--- src/rtl/uart_irq_pkg.sv ---
package uart_irq_pkg;
  localparam int NSRC  = 7;
  localparam int IDX_W = $clog2(NSRC);

  // index order is priority order, 0 = highest
  typedef enum logic [IDX_W-1:0] {
    SRC_LINE  = 3'd0,
    SRC_RXDAT = 3'd1,
    SRC_RXTMO = 3'd2,
    SRC_THRE  = 3'd3,
    SRC_MODEM = 3'd4,
    SRC_XOFF  = 3'd5,
    SRC_FLOW  = 3'd6
  } src_e;

  localparam logic [5:0] CODE_NONE = 6'h01;
  localparam logic [5:0] CODE_THRE = 6'h02;
  localparam logic [5:0] CODE_FLOW = 6'h20;

  function automatic logic [5:0] src_code(input logic [IDX_W-1:0] idx);
    case (idx)
      SRC_LINE:  return 6'h06;
      SRC_RXDAT: return 6'h04;
      SRC_RXTMO: return 6'h0C;
      SRC_THRE:  return CODE_THRE;
      SRC_MODEM: return 6'h00;
      SRC_XOFF:  return 6'h10;
      SRC_FLOW:  return CODE_FLOW;
      default:   return CODE_NONE;
    endcase
  endfunction
endpackage

--- src/rtl/uart_irq_flag.sv ---
module uart_irq_flag (
  input  logic clk_i,
  input  logic rst_ni,
  input  logic set_i,
  input  logic clr_i,
  output logic q_o
);
  always_ff @(posedge clk_i or negedge rst_ni) begin
    if (!rst_ni)     q_o <= 1'b0;
    else if (set_i)  q_o <= 1'b1;   // new event beats a clear
    else if (clr_i)  q_o <= 1'b0;
  end
endmodule

--- src/rtl/uart_irq_prio.sv ---
module uart_irq_prio #(
  parameter int N   = 7,
  parameter int W   = $clog2(N)
) (
  input  logic [N-1:0] req_i,
  output logic         valid_o,
  output logic [W-1:0] idx_o
);
  always_comb begin
    idx_o = '0;
    for (int i = N - 1; i >= 0; i--) begin
      if (req_i[i]) idx_o = W'(i);
    end
  end
  assign valid_o = |req_i;
endmodule

--- src/rtl/uart_irq_enc.sv ---
module uart_irq_enc
  import uart_irq_pkg::*;
#(
  parameter int NPIN = 2
) (
  input  logic       clk_i,
  input  logic       rst_ni,
  input  logic [7:0] ier_i,
  input  logic       fifo_en_i,
  input  logic       enh_en_i,
  input  logic       irq_oe_i,
  input  logic       line_err_i,
  input  logic       rx_data_i,
  input  logic       rx_tmo_i,
  input  logic       thr_empty_i,
  input  logic       thr_wr_i,
  input  logic       modem_chg_i,
  input  logic       xoff_det_i,
  input  logic       cts_i,
  input  logic       rts_i,
  input  logic       isr_rd_i,
  output logic [7:0] isr_o,
  output logic       irq_o
);
  logic [NPIN-1:0] pin_now, pin_en, pin_rise;
  logic            rd_q, rd_lead;
  logic [7:0]      snap_q, live;
  logic            thre_q, flow_q, flow_set;
  logic [NSRC-1:0] req;
  logic            pend;
  logic [IDX_W-1:0] win;
  logic [5:0]      code;

  assign pin_now = {rts_i, cts_i};
  assign pin_en  = {ier_i[6], ier_i[7]};

  // per-pin rising-edge detect, previous level resets high
  for (genvar g = 0; g < NPIN; g++) begin : g_pin
    logic prev_q;
    always_ff @(posedge clk_i or negedge rst_ni) begin
      if (!rst_ni) prev_q <= 1'b1;
      else         prev_q <= pin_now[g];
    end
    assign pin_rise[g] = pin_now[g] & ~prev_q & pin_en[g];
  end

  assign flow_set = enh_en_i & (|pin_rise);

  always_ff @(posedge clk_i or negedge rst_ni) begin
    if (!rst_ni) rd_q <= 1'b0;
    else         rd_q <= isr_rd_i;
  end
  assign rd_lead = isr_rd_i & ~rd_q;

  uart_irq_flag u_thre (
    .clk_i (clk_i),
    .rst_ni(rst_ni),
    .set_i (thr_empty_i),
    .clr_i (thr_wr_i | (rd_lead & pend & (code == CODE_THRE))),
    .q_o   (thre_q)
  );

  uart_irq_flag u_flow (
    .clk_i (clk_i),
    .rst_ni(rst_ni),
    .set_i (flow_set),
    .clr_i (rd_lead & pend & (code == CODE_FLOW)),
    .q_o   (flow_q)
  );

  always_comb begin
    req            = '0;
    req[SRC_LINE]  = ier_i[2] & line_err_i;
    req[SRC_RXDAT] = ier_i[0] & rx_data_i;
    req[SRC_RXTMO] = ier_i[0] & rx_tmo_i;
    req[SRC_THRE]  = ier_i[1] & thre_q;
    req[SRC_MODEM] = ier_i[3] & modem_chg_i;
    req[SRC_XOFF]  = enh_en_i & ier_i[5] & xoff_det_i;
    req[SRC_FLOW]  = enh_en_i & flow_q;
  end

  uart_irq_prio #(.N(NSRC), .W(IDX_W)) u_prio (
    .req_i  (req),
    .valid_o(pend),
    .idx_o  (win)
  );

  assign code = pend ? src_code(win) : CODE_NONE;
  assign live = {{2{fifo_en_i}}, code};

  always_ff @(posedge clk_i or negedge rst_ni) begin
    if (!rst_ni)      snap_q <= {2'b00, CODE_NONE};
    else if (rd_lead) snap_q <= live;
  end

  assign isr_o = (isr_rd_i & rd_q) ? snap_q : live;
  assign irq_o = irq_oe_i & pend;
endmodule

--- config.mk ---
export PLATFORM = sky130hd
export DESIGN_NAME = uart_irq_enc
export DESIGN_NICKNAME = d
export VERILOG_FILES = /design/src/rtl/uart_irq_pkg.sv /design/src/rtl/uart_irq_flag.sv /design/src/rtl/uart_irq_prio.sv /design/src/rtl/uart_irq_enc.sv
export SDC_FILE = /design/constraint.sdc
export NUM_CORES = 1
export LEC_CHECK = 0
export ABC_AREA = 0
export BUFFER_PORTS_ARGS = -buffer_cell sky130_fd_sc_hd__buf_2
export CAP_MARGIN = 0
export CORE_UTILIZATION = 30
export DETAILED_ROUTE_END_ITERATION = 6
export GPL_TIMING_DRIVEN = 0
export SYNTH_ARGS = -nofsm -noshare
export SYNTH_HDL_FRONTEND = slang
export SYNTH_HIERARCHICAL = 1
export SYNTH_SLANG_ARGS = --single-unit
--- constraint.sdc ---
create_clock -name clk_i -period 3 [get_ports clk_i]
set_input_delay 0.6 -clock clk_i [delete_from_list [all_inputs] [get_ports clk_i]]
set_output_delay 0.6 -clock clk_i [all_outputs]
set_load 0.05 [all_outputs]
==> impl_results.md <==
- Final period util: 0.949
- Dpl hpwl: 1.17 mm
- Fillcell total: 250
- Outcome: finished clean
- Synth Area in XOR/XNOR: 0.0122
- Synth top area share: 0.314
- IO Pins: 32
- Max Fclk: between 300 and 400 MHz
- RSZ-0062 raised after global routing: no
- Mapped Cells: 86
- Setup violators final: 0
- Fin crit period: 2.85 ns
- Clk buf depth: 2
- CTS Buf Count: 3
- Gr busiest metal: met2
- GP Congestion: about 0.69
- FFs w/ async S/R, synth: 1.00
- Critical setup path kind: in -> out
- Routed WL: 1.49 mm
- Worst skew pair latency: 0.28 ns
- Maximum Capacitance Violations: 0
- Clk_skew: about 0.0048 ns
- WP data arrival: 2.25 ns
- Synthesized-area fraction occupied by adder cells: 0
- Post-synthesis sequential area ratio: 0.424
- GR Util met3: 0.0208
- Slew Limit Headroom: 0.643
- Fin. Hold Viols: 0
- Static Leak: 0.474 nW
- Slew @ Worst Pin: around 0.54 ns
- Row cnt: 17
- Initial antenna violation count: 0
- Largest cells by area after synthesis: dfrtp_1 (31%), dfstp_2 (11%), nand2_1 (10%), and2_1 (7.9%), o21ai_0 (4.2%)
- Post-Syn Area: 717 um^2
- GRT Overall Usage: 0.132
- CTS tree: done
- Buffers on Ports: 30
- Antenna fix cells: 0
- Clock transition at path regs: 0.08 ns
- Post-CTS setup buffers: 0
- Global-route wire length before repair: ~2.6 mm
- TNS Setup: 0 ns
- DR pass1 iterations: 3
- Post-synthesis compound-gate area fraction: 0.161
- Vias post-DR: 690
- YS warnings: 6
- Simple-Gate Fraction of Synth Area: 0.363
- Clock sink total: 12
- Die H: 50.9 um
- DRC Markers: 0
- Die Width: 50.9 um
- PD cells: 498 nW/um^2
- Root buf cell: clkbuf_4
- DR iter-0 viols: 10
- Vias in the first global route: 648
- GR Util met2: 0.207
- Syn nets: 109
- Fin. max-slew vios: 0
- Proportion of synthesized area in mux cells: 0
- CP Capture Type: output pin
- Area leader, netlist: dfrtp_1
- CP max FO: 4
- GRT Residual Overflow: 0
- P&R area growth vs syn: 33.2%
- Largest net degree at the start of global routing: 13
- Hold Crit Class: in -> async
- Commonest cells in the netlist: nand2_1 (20), and2_1 (9), dfrtp_1 (9), o21ai_0 (6)
- Met1 Use GR: 0.180
- Synthesized flop and latch total: 12
- CP required: 2.40 ns
- Post-DRT Antenna Nets: 0
- Netlist cell types: 29
- Die area: 2590 um^2
- Vias per inst: 4.66
- EDFF count, synth: 0
- Proportion of layout cells with a drive suffix above 1: 0.392
- Most frequent cell after synthesis: nand2_1
- Largest family of logic cells by synthesized area: simple AND/OR/NAND/NOR gates
- Crit start category: input port
- Core area: 2230 um^2
- Wire per inst: 10.0 um
- Total power draw: 0.000475 W
- Main flop type after synthesis: dfrtp_1
- Initial Utilization: 0.321
- H-tree lvl count: 1
- Final net count: 144
- Syn Area/Cell: 8.34 um^2
- VDD IR max: around 210 uV
repair_timing:
action,CTS,global route
resized for setup,0,3
setup endpoints to repair,0,3
endpoints found under the hold margin,0,0
hold buffers,0,0
critical path, stage by stage:
cell and delay (ns):
buf_2 0.09, and2_1 0.18, or4_4 0.55, nor2_2 0.18, and2b_2 0.27, nand3b_1 0.11, o21ai_1 0.06, buf_2 0.21
final cells by class:
type | instances | area [um^2] | share of cell area
plain buffers | 3 | 17.5 | 0.0183
clock buffers | 4 | 36.3 | 0.0380
inverters | 3 | 11.3 | 0.0118
multi-input cells | 68 | 398 | 0.417
flip-flops and latches | 12 | 304 | 0.318
well taps | 28 | 35.0 | 0.0367
repair buffers | 30 | 153 | 0.160
registers in the layout, indices dropped and copies added (netlist names):
register      count
u_flow/q_o        1
rd_q              1
u_thre/q_o        1
g_pin.prev_q      2
snap_q            7
cell usage in the layout, fill, tap and decap left out, types with 2 or more instances in the layout:
cell | netlist | routed
nor2_2 | 1 | 2
nor2_1 | 4 | 3
a21o_1 | 3 | 3
o21ai_0 | 6 | 3
buf_2 | 2 | 31
nand4b_1 | 2 | 2
nand2_1 | 20 | 20
o21ai_1 | 4 | 7
dfstp_2 | 3 | 3
clkbuf_4 | 0 | 4
inv_1 | 3 | 3
and2_1 | 9 | 9
dfrtp_1 | 9 | 9
nand3b_1 | 2 | 2
where the power goes:
| part | total (W) | switching, W | internal (W) |
|---|---|---|---|
| Clock | 0.000134 | 0.0000605 | 0.0000738 |
| Combinational | 0.000152 | 0.0000996 | 0.0000525 |
| Sequential | 0.000189 | 0.00000784 | 0.000181 |
final timing paths:
path                       startpoint         endpoint  slack (ns)  cells past startpoint
min in group clk_i              rts_i  g_pin[1].prev_q        0.42                      1
max in group asynchronous      rst_ni  g_pin[1].prev_q        2.54                      1
min reg2reg                u_flow/q_o       u_flow/q_o        0.48                      1
max                          ier_i[2]         isr_o[3]        0.15                      8
min                            rst_ni       u_flow/q_o        0.18                      1
max reg2reg                u_thre/q_o       u_thre/q_o        1.04                      7
metrics by stage:
| stage | hold slack, ns | instance area [um^2] | utilization | instances | setup slack, ns |
|---|---|---|---|---|---|
| 5_1_grt | 0.198 | 955 | 0.427 | 148 | 0.0249 |
| 3_3_place_gp | 0.459 | 908 | 0.407 | 144 | 0.0274 |
| 2_1_floorplan | 0.304 | 723 | - | 86 | 0.0285 |
| 4_1_cts | 0.194 | 945 | 0.423 | 148 | 0.0225 |
| 6_report | 0.184 | 955 | 0.427 | 148 | 0.153 |
| 3_5_place_dp | 0.465 | 908 | 0.407 | 144 | 0.0358 |
routing by layer:
metal | vias to the layer above | part of all wire
met5 | - | 0
met4 | 0 | 0.013
met3 | 2 | 0.053
met2 | 22 | 0.46
met1 | 308 | 0.47
li1 | 358 | -
cells by family after synthesis:
kind of cell,after synthesis
buffers and inverters,6
flip-flops,12
AND/OR/NAND/NOR,48
AO/OA/AOI/OAI,19
XOR/XNOR,1
(Power assumes the default switching activity.)
